$ cat src/rtl/irq_sel_pkg.sv
package irq_sel_pkg;

    localparam int unsigned XLEN      = 32;
    localparam int unsigned FAST_N    = 16;
    localparam int unsigned FAST_LSB  = 16;
    localparam int unsigned SW_BIT    = 3;
    localparam int unsigned TMR_BIT   = 7;
    localparam int unsigned EXT_BIT   = 11;
    localparam int unsigned CODE_W    = $clog2(XLEN);
    localparam int unsigned NO_RANK   = 255;
    localparam logic [FAST_N-1:0] FAST_RSVD = 16'h8001;

    typedef struct packed {
        logic              valid;
        logic [CODE_W-1:0] code;
    } pick_t;

    // Priority rank of a pending-vector bit; smaller is more urgent.
    function automatic int unsigned src_rank(int unsigned b);
        if (b == EXT_BIT) return 0;
        if (b == SW_BIT)  return 1;
        if (b == TMR_BIT) return 2;
        if (b >= FAST_LSB && b < FAST_LSB + FAST_N) return 3 + (b - FAST_LSB);
        return NO_RANK;
    endfunction

endpackage

$ cat src/rtl/irq_pend_sampler.sv
module irq_pend_sampler
    import irq_sel_pkg::*;
#(
    parameter int unsigned W   = XLEN,
    parameter int unsigned N   = FAST_N,
    parameter int unsigned LSB = FAST_LSB,
    parameter logic [N-1:0] RSVD = FAST_RSVD
) (
    input  logic         clk,
    input  logic         rst_n,
    input  logic         sw_i,
    input  logic         tmr_i,
    input  logic         ext_i,
    input  logic [N-1:0] fast_i,
    output logic [W-1:0] pend_o
);

    typedef struct packed {
        logic [W-1:0] pend;
    } state_t;

    state_t s_d, s_q;

    always_comb begin
        s_d            = '0;
        s_d.pend[SW_BIT]   = sw_i;
        s_d.pend[TMR_BIT]  = tmr_i;
        s_d.pend[EXT_BIT]  = ext_i;
        s_d.pend[LSB +: N] = fast_i & ~RSVD;
    end

    always_ff @(posedge clk or negedge rst_n) begin
        if (!rst_n) s_q <= '0;
        else        s_q <= s_d;
    end

    assign pend_o = s_q.pend;

    // external line mirrored one edge later
    a_r1_ext_mirror: assert property (@(posedge clk) disable iff (!rst_n)
        ext_i |=> pend_o[EXT_BIT]);
    a_r1_ext_clear: assert property (@(posedge clk) disable iff (!rst_n)
        !ext_i |=> !pend_o[EXT_BIT]);
    // a non-reserved fast channel mirrored one edge later
    a_r1_fast_mirror: assert property (@(posedge clk) disable iff (!rst_n)
        fast_i[1] |=> pend_o[LSB+1]);

endmodule

$ cat src/rtl/irq_mask_buf.sv
module irq_mask_buf #(
    parameter int unsigned W = 32
) (
    input  logic         clk,
    input  logic         rst_n,
    input  logic [W-1:0] pend_i,
    input  logic [W-1:0] en_i,
    input  logic         hold_i,
    output logic [W-1:0] held_o
);

    typedef struct packed {
        logic [W-1:0] held;
    } state_t;

    state_t s_d, s_q;

    always_comb begin
        s_d = s_q;
        if (!hold_i) begin
            s_d.held = pend_i & en_i;
        end
    end

    always_ff @(posedge clk or negedge rst_n) begin
        if (!rst_n) s_q <= '0;
        else        s_q <= s_d;
    end

    assign held_o = s_q.held;

endmodule

$ cat src/rtl/irq_prio_enc.sv
module irq_prio_enc
    import irq_sel_pkg::*;
#(
    parameter int unsigned W = XLEN
) (
    input  logic [W-1:0] masked_i,
    output pick_t        pick_o
);

    always_comb begin
        int unsigned best;
        best   = NO_RANK;
        pick_o = '0;
        for (int unsigned b = 0; b < W; b++) begin
            if (masked_i[b] && (src_rank(b) < best)) begin
                best         = src_rank(b);
                pick_o.valid = 1'b1;
                pick_o.code  = CODE_W'(b);
            end
        end
    end

endmodule

$ cat src/rtl/irq_entry_ctrl.sv
module irq_entry_ctrl
    import irq_sel_pkg::*;
#(
    parameter int unsigned W = XLEN
) (
    input  logic         clk,
    input  logic         rst_n,
    input  logic         glb_ie_i,
    input  pick_t        pick_i,
    input  logic         retire_i,
    input  logic         ack_i,
    output logic         active_o,
    output logic [W-1:0] cause_o
);

    typedef struct packed {
        logic              active;
        logic              gate;
        logic [CODE_W-1:0] code;
    } state_t;

    localparam state_t RST_STATE = '{active: 1'b0, gate: 1'b1, code: '0};

    state_t s_d, s_q;

    always_comb begin
        s_d = s_q;
        if (s_q.active) begin
            if (ack_i) begin
                s_d.active = 1'b0;
                s_d.gate   = 1'b0;
            end
        end else begin
            if (retire_i) begin
                s_d.gate = 1'b1;
            end
            if (glb_ie_i && s_q.gate && pick_i.valid) begin
                s_d.active = 1'b1;
                s_d.code   = pick_i.code;
            end
        end
    end

    always_ff @(posedge clk or negedge rst_n) begin
        if (!rst_n) s_q <= RST_STATE;
        else        s_q <= s_d;
    end

    always_comb begin
        cause_o = '0;
        if (s_q.active) begin
            cause_o[W-1]        = 1'b1;
            cause_o[CODE_W-1:0] = s_q.code;
        end
    end

    assign active_o = s_q.active;

    // an offered code always names a real source
    a_r5_code_is_source: assert property (@(posedge clk) disable iff (!rst_n)
        active_o |-> (src_rank(32'(cause_o[CODE_W-1:0])) != NO_RANK));

endmodule

$ cat src/rtl/irq_select_top.sv
module irq_select_top
    import irq_sel_pkg::*;
(
    input  logic              clk,
    input  logic              rst_n,
    input  logic              sw_irq_i,
    input  logic              tmr_irq_i,
    input  logic              ext_irq_i,
    input  logic [FAST_N-1:0] fast_irq_i,
    input  logic [XLEN-1:0]   irq_enable_i,
    input  logic              glb_ie_i,
    input  logic              retire_i,
    input  logic              trap_ack_i,
    output logic [XLEN-1:0]   pending_o,
    output logic              req_valid_o,
    output logic [XLEN-1:0]   req_cause_o
);

    logic [XLEN-1:0] held;
    pick_t           pick;

    irq_pend_sampler #(
        .W(XLEN), .N(FAST_N), .LSB(FAST_LSB), .RSVD(FAST_RSVD)
    ) u_sampler (
        .clk    (clk),
        .rst_n  (rst_n),
        .sw_i   (sw_irq_i),
        .tmr_i  (tmr_irq_i),
        .ext_i  (ext_irq_i),
        .fast_i (fast_irq_i),
        .pend_o (pending_o)
    );

    irq_mask_buf #(.W(XLEN)) u_mask (
        .clk    (clk),
        .rst_n  (rst_n),
        .pend_i (pending_o),
        .en_i   (irq_enable_i),
        .hold_i (req_valid_o),
        .held_o (held)
    );

    irq_prio_enc #(.W(XLEN)) u_enc (
        .masked_i (held),
        .pick_o   (pick)
    );

    irq_entry_ctrl #(.W(XLEN)) u_entry (
        .clk      (clk),
        .rst_n    (rst_n),
        .glb_ie_i (glb_ie_i),
        .pick_i   (pick),
        .retire_i (retire_i),
        .ack_i    (trap_ack_i),
        .active_o (req_valid_o),
        .cause_o  (req_cause_o)
    );

    // Checker state: has a retire been seen since the last acknowledge
    logic seen_ret_q;
    always_ff @(posedge clk or negedge rst_n) begin
        if (!rst_n)                          seen_ret_q <= 1'b1;
        else if (trap_ack_i && req_valid_o)  seen_ret_q <= 1'b0;
        else if (retire_i)                   seen_ret_q <= 1'b1;
    end

    // an offer only starts with the global enable set
    a_r3_global_gate: assert property (@(posedge clk) disable iff (!rst_n)
        $rose(req_valid_o) |-> $past(glb_ie_i));
    // reserved channels never offered
    a_r2_no_reserved: assert property (@(posedge clk) disable iff (!rst_n)
        req_valid_o |-> (req_cause_o[CODE_W-1:0] != CODE_W'(FAST_LSB)) &&
                        (req_cause_o[CODE_W-1:0] != CODE_W'(FAST_LSB + FAST_N - 1)));
    // interrupt flag in cause word
    a_r5_cause_flag: assert property (@(posedge clk) disable iff (!rst_n)
        req_valid_o |-> req_cause_o[XLEN-1]);
    // offer and cause held until acknowledged
    a_r7_hold_offer: assert property (@(posedge clk) disable iff (!rst_n)
        (req_valid_o && !trap_ack_i) |=> (req_valid_o && $stable(req_cause_o)));
    // acknowledge releases the offer
    a_r8_ack_release: assert property (@(posedge clk) disable iff (!rst_n)
        (req_valid_o && trap_ack_i) |=> !req_valid_o);
    // no back-to-back entries without a retired instruction
    a_r9_progress: assert property (@(posedge clk) disable iff (!rst_n)
        $rose(req_valid_o) |-> seen_ret_q);

endmodule

$ cat config.mk
export PLATFORM = sky130hd
export DESIGN_NAME = irq_select_top
export DESIGN_NICKNAME = d
export VERILOG_FILES = /design/src/rtl/irq_sel_pkg.sv /design/src/rtl/irq_pend_sampler.sv /design/src/rtl/irq_mask_buf.sv /design/src/rtl/irq_prio_enc.sv /design/src/rtl/irq_entry_ctrl.sv /design/src/rtl/irq_select_top.sv
export SDC_FILE = /design/constraint.sdc
export NUM_CORES = 1
export LEC_CHECK = 0
export CORE_MARGIN = 2
export CORE_UTILIZATION = 33
export CTS_CLUSTER_SIZE = 25
export DETAILED_ROUTE_END_ITERATION = 16
export PLACE_DENSITY = 0.77
export REMOVE_ABC_BUFFERS = 1
export SLEW_MARGIN = 20
export SYNTH_ARGS = -nofsm -noshare
export SYNTH_HDL_FRONTEND = slang
export SYNTH_SLANG_ARGS = --single-unit
$ cat constraint.sdc
create_clock -name clk -period 1.5 [get_ports clk]
set_clock_uncertainty 0.05 [all_clocks]
set_input_delay 0.3 -clock clk [delete_from_list [all_inputs] [get_ports clk]]
set_output_delay 0.3 -clock clk [all_outputs]
set_load 0.01 [all_outputs]
# Word level (Yosys, flattened, before mapping)
# Cells that the tools add are included.
[op_classes]
n_reduce_logical = 33
n_lt_le_gt_ge = 28
bitwise = 2
mux = 99
n_eq_ne = 1
[ops]
columns = ["operator", "count"]
rows = [
  ["32-bit 2-to-1 mux", 27],
  ["8-bit by 32-bit less-than comparator with 1-bit output, first input constant", 9],
  ["4-bit by 32-bit less-than comparator with 1-bit output, first input constant", 8],
  ["6-bit 2-to-1 mux", 29],
  ["8-bit 2-to-1 mux", 19],
  ["3-bit by 32-bit less-than comparator with 1-bit output, first input constant", 4],
  ["5-bit by 32-bit less-than comparator with 1-bit output, first input constant", 3],
  ["2-bit by 32-bit less-than comparator with 1-bit output, first input constant", 2],
  ["31-bit by 32-bit AND with 32-bit output", 1],
  ["1-bit by 32-bit less-than comparator with 1-bit output, first input constant", 1],
  ["1-bit logical AND", 30],
  ["1-bit 2-to-1 mux", 21],
  ["8-bit less-than comparator, first input constant", 1],
  ["5-bit 2-to-1 mux", 1],
  ["2-bit 2-to-1 mux", 2],
  ["2-bit AND reduction", 2],
  ["2-bit != test, second input constant", 1],
  ["2-bit nonzero test", 1],
  ["1-bit inverter", 1],
]
[totals]
ff_bits = 56

# Longest topological paths before layout
[depth]
depth_word = 124
mapped_depth = 4

# Cells and area by module
# A second synthesis with hierarchy kept.
[unflattened]
hier_cells = 260
hier_area_um2 = 2747.6
[by_module_without_submodules]
columns = ["module", "instances", "cells_each", "area_per_inst_um2"]
rows = [
  ["irq_mask_buf", 1, 135, 1413.9],
  ["irq_pend_sampler", 1, 33, 541.8],
  ["irq_entry_ctrl", 1, 51, 523.0],
  ["irq_prio_enc", 1, 41, 269.0],
]

# Least setup slack after synthesis
# OpenSTA, ideal clock, no wires.
[synth_path]
path_kind = "flip-flop to flip-flop"
start = "register u_mask.s_q, in the netlist u_mask.held_o[20]"
end = "register u_entry.s_q[1] (netlist bit)"
stages_incl_launch_ff = 5
arrival_time_ps = 1356
path_buffers = 0
setup_time_ps = 121
setup_slack_ps = -28
path_cell_list = "dfrtp_1 > nor4_4 > nand4_2 > o31a_1 > o22a_1"
[synth_via]
elab_chain_cells = 37
elab_cells_between_ends = 48
cone_classes = "order compare: 11; mux: 23; reduce/logical: 14"
[synth_rtl]
columns = ["item", "line_no", "text"]
rows = [
  ["start: declaration", "irq_mask_buf.sv:16", "state_t s_d, s_q;"],
  ["start signal: assignment", "irq_mask_buf.sv:26", "if (!rst_n) s_q <= '0;"],
  ["start signal: assignment", "irq_mask_buf.sv:27", "else s_q <= s_d;"],
  ["1-bit logical AND (*)", "irq_prio_enc.sv:15", "if (masked_i[b] && (src_rank(b) < best)) begin"],
  ["32-bit 2-to-1 mux", "irq_prio_enc.sv:15", ""],
  ["4-bit by 32-bit less-than comparator with 1-bit output", "irq_prio_enc.sv:15", ""],
  ["1-bit logical AND", "irq_prio_enc.sv:15", ""],
  ["32-bit 2-to-1 mux", "irq_prio_enc.sv:15", ""],
  ["4-bit by 32-bit less-than comparator with 1-bit output", "irq_prio_enc.sv:15", ""],
  ["1-bit logical AND", "irq_prio_enc.sv:15", ""],
  ["32-bit 2-to-1 mux", "irq_prio_enc.sv:15", ""],
  ["[... 21 more ...]", "n/a", ""],
  ["5-bit by 32-bit less-than comparator with 1-bit output", "irq_prio_enc.sv:15", ""],
  ["1-bit logical AND", "irq_prio_enc.sv:15", ""],
  ["32-bit 2-to-1 mux", "irq_prio_enc.sv:15", ""],
  ["5-bit by 32-bit less-than comparator with 1-bit output", "irq_prio_enc.sv:15", ""],
  ["1-bit logical AND", "irq_prio_enc.sv:15", ""],
  ["6-bit 2-to-1 mux (*)", "irq_prio_enc.sv:15", ""],
  ["1-bit logical AND", "irq_entry_ctrl.sv:37", "if (glb_ie_i && s_q.gate && pick_i.valid) begin"],
  ["2-bit AND reduction (no source line)", "n/a", ""],
  ["end signal: assignment", "irq_entry_ctrl.sv:45", "if (!rst_n) s_q <= RST_STATE;"],
  ["end signal: assignment", "irq_entry_ctrl.sv:46", "else s_q <= s_d;"],
  ["end: declaration", "irq_entry_ctrl.sv:24", "state_t s_d, s_q;"],
]
# Every way passes the cells marked *; elsewhere a longest branch is shown, timed or not.
# A chain may end at the register's enable or synchronous reset.

# Worst setup path after layout
[layout_path]
start = "register u_mask.s_q, in the netlist u_mask.held_o[23]"
end = "register u_entry.s_q[1] (netlist bit)"
[layout_via]
elab_chain_cells = 28
elab_cells_between_ends = 36
cone_classes = "order compare: 8; mux: 17; reduce/logical: 11"
[layout_rtl]
columns = ["item", "line_no"]
rows = [
  ["1-bit logical AND (*)", "irq_prio_enc.sv:15"],
  ["32-bit 2-to-1 mux", "irq_prio_enc.sv:15"],
  ["4-bit by 32-bit less-than comparator with 1-bit output", "irq_prio_enc.sv:15"],
  ["1-bit logical AND", "irq_prio_enc.sv:15"],
  ["32-bit 2-to-1 mux", "irq_prio_enc.sv:15"],
  ["4-bit by 32-bit less-than comparator with 1-bit output", "irq_prio_enc.sv:15"],
  ["1-bit logical AND", "irq_prio_enc.sv:15"],
  ["32-bit 2-to-1 mux", "irq_prio_enc.sv:15"],
  ["[... 12 more ...]", "n/a"],
  ["5-bit by 32-bit less-than comparator with 1-bit output", "irq_prio_enc.sv:15"],
  ["1-bit logical AND", "irq_prio_enc.sv:15"],
  ["32-bit 2-to-1 mux", "irq_prio_enc.sv:15"],
  ["5-bit by 32-bit less-than comparator with 1-bit output", "irq_prio_enc.sv:15"],
  ["1-bit logical AND", "irq_prio_enc.sv:15"],
  ["6-bit 2-to-1 mux (*)", "irq_prio_enc.sv:15"],
  ["1-bit logical AND", "irq_entry_ctrl.sv:37"],
  ["2-bit AND reduction (no source line)", "n/a"],
]
# Marked as above.

==> run metrics <==
outcome=complete, but fails checks; failing checks=setup timing; mapped cell area=1900 um2; min cycle time layout=1.63 ns; CP max stage delay=0.42 ns; Synth Area in XOR/XNOR=0%; vias in the first global route=1489; Via density=4.26; vias=1487; Synth Area in Adders=0%; crit-path max FO=5; floorplan core area=5540 um2; initial antenna violation count=0; count of cell types in the netlist=33; setup violators final=9; worst min path class=input port to asynchronous set/reset pin; nets=332; largest net degree at the start of global routing=23; mux cell area share after synthesis=0%; Cell Chain, Critical Path=nor4_4 -> nand4_2 -> o31a_1 -> o22a_1; DRC viols=0; H-Tree Level Count=2; setup ws final=-0.135 ns; Syn Area/Cell=10.3 um2; Final ANT Viol Nets=0; yosys warns=0; WL/cell=11.5 um; first-pass detailed-route iteration total=4; Max Slew Vio Count=0; register area=1030 um2; die width=79.8 um; setup total negative slack=-0.696 ns; Cell Pwr Density=1580 nW/um2; PortBufs=62; routability cong.=0.754; Crit path buffers/inverters=0; WP data required=1.64 ns; share of layout cells above drive strength 1=20.6%; VDD IR max=0.761 mV; f_max=612 MHz; Root Buffer=clkbuf_8; Highest Signal Layer=met4; fin crit share=109%; clock-pin slew on the worst setup and hold paths=0.08 ns; fillers=549; Synth Area in Simple Gates=17.0%; category of the most critical setup path=flip-flop to flip-flop; CTS tree=done; first-pass GRT wire length=6.91 mm; Final Hold Fails=0; RSZ-0062 raised after global routing=yes; total clock buffers created by CTS=5; largest family of logic cells by synthesized area=buffers and inverters; dpl hpwl=3.14 mm; DRT met1 WL=1.55 mm; Layout area overhead=47.1%; I/O pin cnt=121; Critical Path Sink Type=flip-flop; All-Layer GR Usage=14.1%; full die area=6370 um2; Total Wirelength=4.01 mm; leakage power=1.32 nW; DRT iter0 DRCs=84; fin util=50.4%; CP max stage cell=dfrtp_1; MaxCap Viol Count=0; Seq/Total Area, Yosys=54.1%; register bit total from synthesis=41; multi-input logic area=714 um2; met2 wire length=2.07 mm; Initial Util=34.3%; # diodes=0; top cell type's share of synthesized area=52.7%; row cnt=27; Worst Setup Start Kind=flip-flop; Yosys top cell by area=dfrtp_1; Die Y=79.8 um; clock buffer depth=2; compound-gate portion of the synthesized area=11.1%; cells on worst reg2reg path=4; metal3 WL=316 um; Stages on worst setup path=4; total grt overflow=0; worst skew pair latency=0.29 ns; Area contributors post-synth=dfrtp_1 (53%), buf_4 (17%), nand2_1 (7.1%); Tot Pwr=4.40 mW; Top Family by Delay on Critical Path=compound AO/OA/AOI/OAI gates; CTS sink cnt=41; Cells after Synth=185; Critical Path AT=1.77 ns
-- sequential cells by signal, summed over array words and instances, names as in the netlist --
register          flops
u_mask.held_o        17
u_sampler.pend_o     17
u_entry.s_q           6
u_entry.active_o      1
-- cells in the final DEF (no fill, tap or decap), types with 2 or more instances in the layout --
cell	instances
and2_4	5
buf_4	23
buf_6	10
clkbuf_8	5
clkdlybuf4s50_1	37
conb_1	41
dfrtp_1	39
dlygate4sd2_1	17
nand2_1	36
nand2b_1	2
nor2_1	5
nor2b_1	2
nor3_1	3
nor4_4	2
o21ai_0	20
o22a_1	2
o2bb2ai_1	2
o32a_1	2
-- worst paths after layout --
path                                               start                        endpoint  slack, ns
setup / recovery           u_mask.held_o[23]$_DFFE_PN0N_      u_entry.s_q[1]$_DFFE_PN0P_      -0.13
hold / removal                                     rst_n   u_mask.held_o[17]$_DFFE_PN0N_       0.38
setup reg to reg           u_mask.held_o[23]$_DFFE_PN0N_      u_entry.s_q[1]$_DFFE_PN0P_      -0.13
hold reg to reg               u_entry.s_q[5]$_DFFE_PN1P_      u_entry.s_q[5]$_DFFE_PN1P_       0.44
max in group asynchronous                          rst_n      u_entry.s_q[5]$_DFFE_PN1P_       0.49
min in group clk                               ext_irq_i  u_sampler.pend_o[11]$_DFF_PN0_       0.38
-- Yosys cell counts --
cell type and number:
a311oi_1 1, o22a_1 2, o21ai_0 20, nor3b_1 1, nor3_2 1, nor4_2 1
and3_1 1, o2bb2ai_1 2, a21o_1 1, and3_2 1, dfstp_2 1, o21bai_1 1
nand2_1 36, o31a_1 1, nand4_2 1, and2_1 5, nor3_1 3, clkbuf_1 4
o221ai_1 1, dfrtp_1 40, o32a_1 2, nand3b_1 1, a31oi_1 1, buf_4 42
nor2b_1 2, nor4_4 1, inv_1 1, nor2_1 5, conb_1 1, a211oi_1 1
nor4_1 1, nand2b_1 2, or2_2 1
-- final cells by class --
type	instances	share of cell area, %
clock buffers	5	2.47
clock inverters	3	1.66
inverters	1	0.134
multi-input cells	137	25.6
flip-flops and latches	41	36.8
well taps	72	3.23
repair buffers	90	30.1
-- through the flow --
step / cell area [um2] / hold slack [ns] / instances / worst slack [ns]
6_report: 2790 / 0.383 / 349 / -0.135
5_1_grt: 2790 / 0.369 / 349 / -0.210
4_1_cts: 2700 / 0.380 / 346 / -0.166
3_5_place_dp: 2590 / 0.166 / 334 / -0.167
3_3_place_gp: 2590 / 0.166 / 334 / -0.157
2_1_floorplan: 1720 / -0.0456 / 179 / -0.185
-- repair_timing --
item	CTS	global route
resized for setup	49	15
buffers inserted	4	3
hold endpoints to repair	12	0
hold buffers	1	0
setup endpoints to repair	30	11
pin swaps	1	4
-- cell families after synthesis --
group | Yosys count
AND/OR/NAND/NOR | 63
buffers and inverters | 47
flip-flops | 41
AO/OA/AOI/OAI | 33
other | 1
-- layer usage --
metal	up-vias	track usage (%)
met5	-	0
met4	0	3.56
met3	8	4.64
met2	74	24.5
met1	691	16.7
li1	714	-
-- power breakdown --
part / total, mW / switching, mW / internal (mW) / leakage, nW
Clock: 0.888 / 0.390 / 0.498 / 0.0543
Combinational: 1.90 / 0.823 / 1.07 / 0.766
Sequential: 1.61 / 0.224 / 1.39 / 0.496
Total: 4.40 / 1.44 / 2.96 / 1.32
Power figures use the tool's default switching activity.
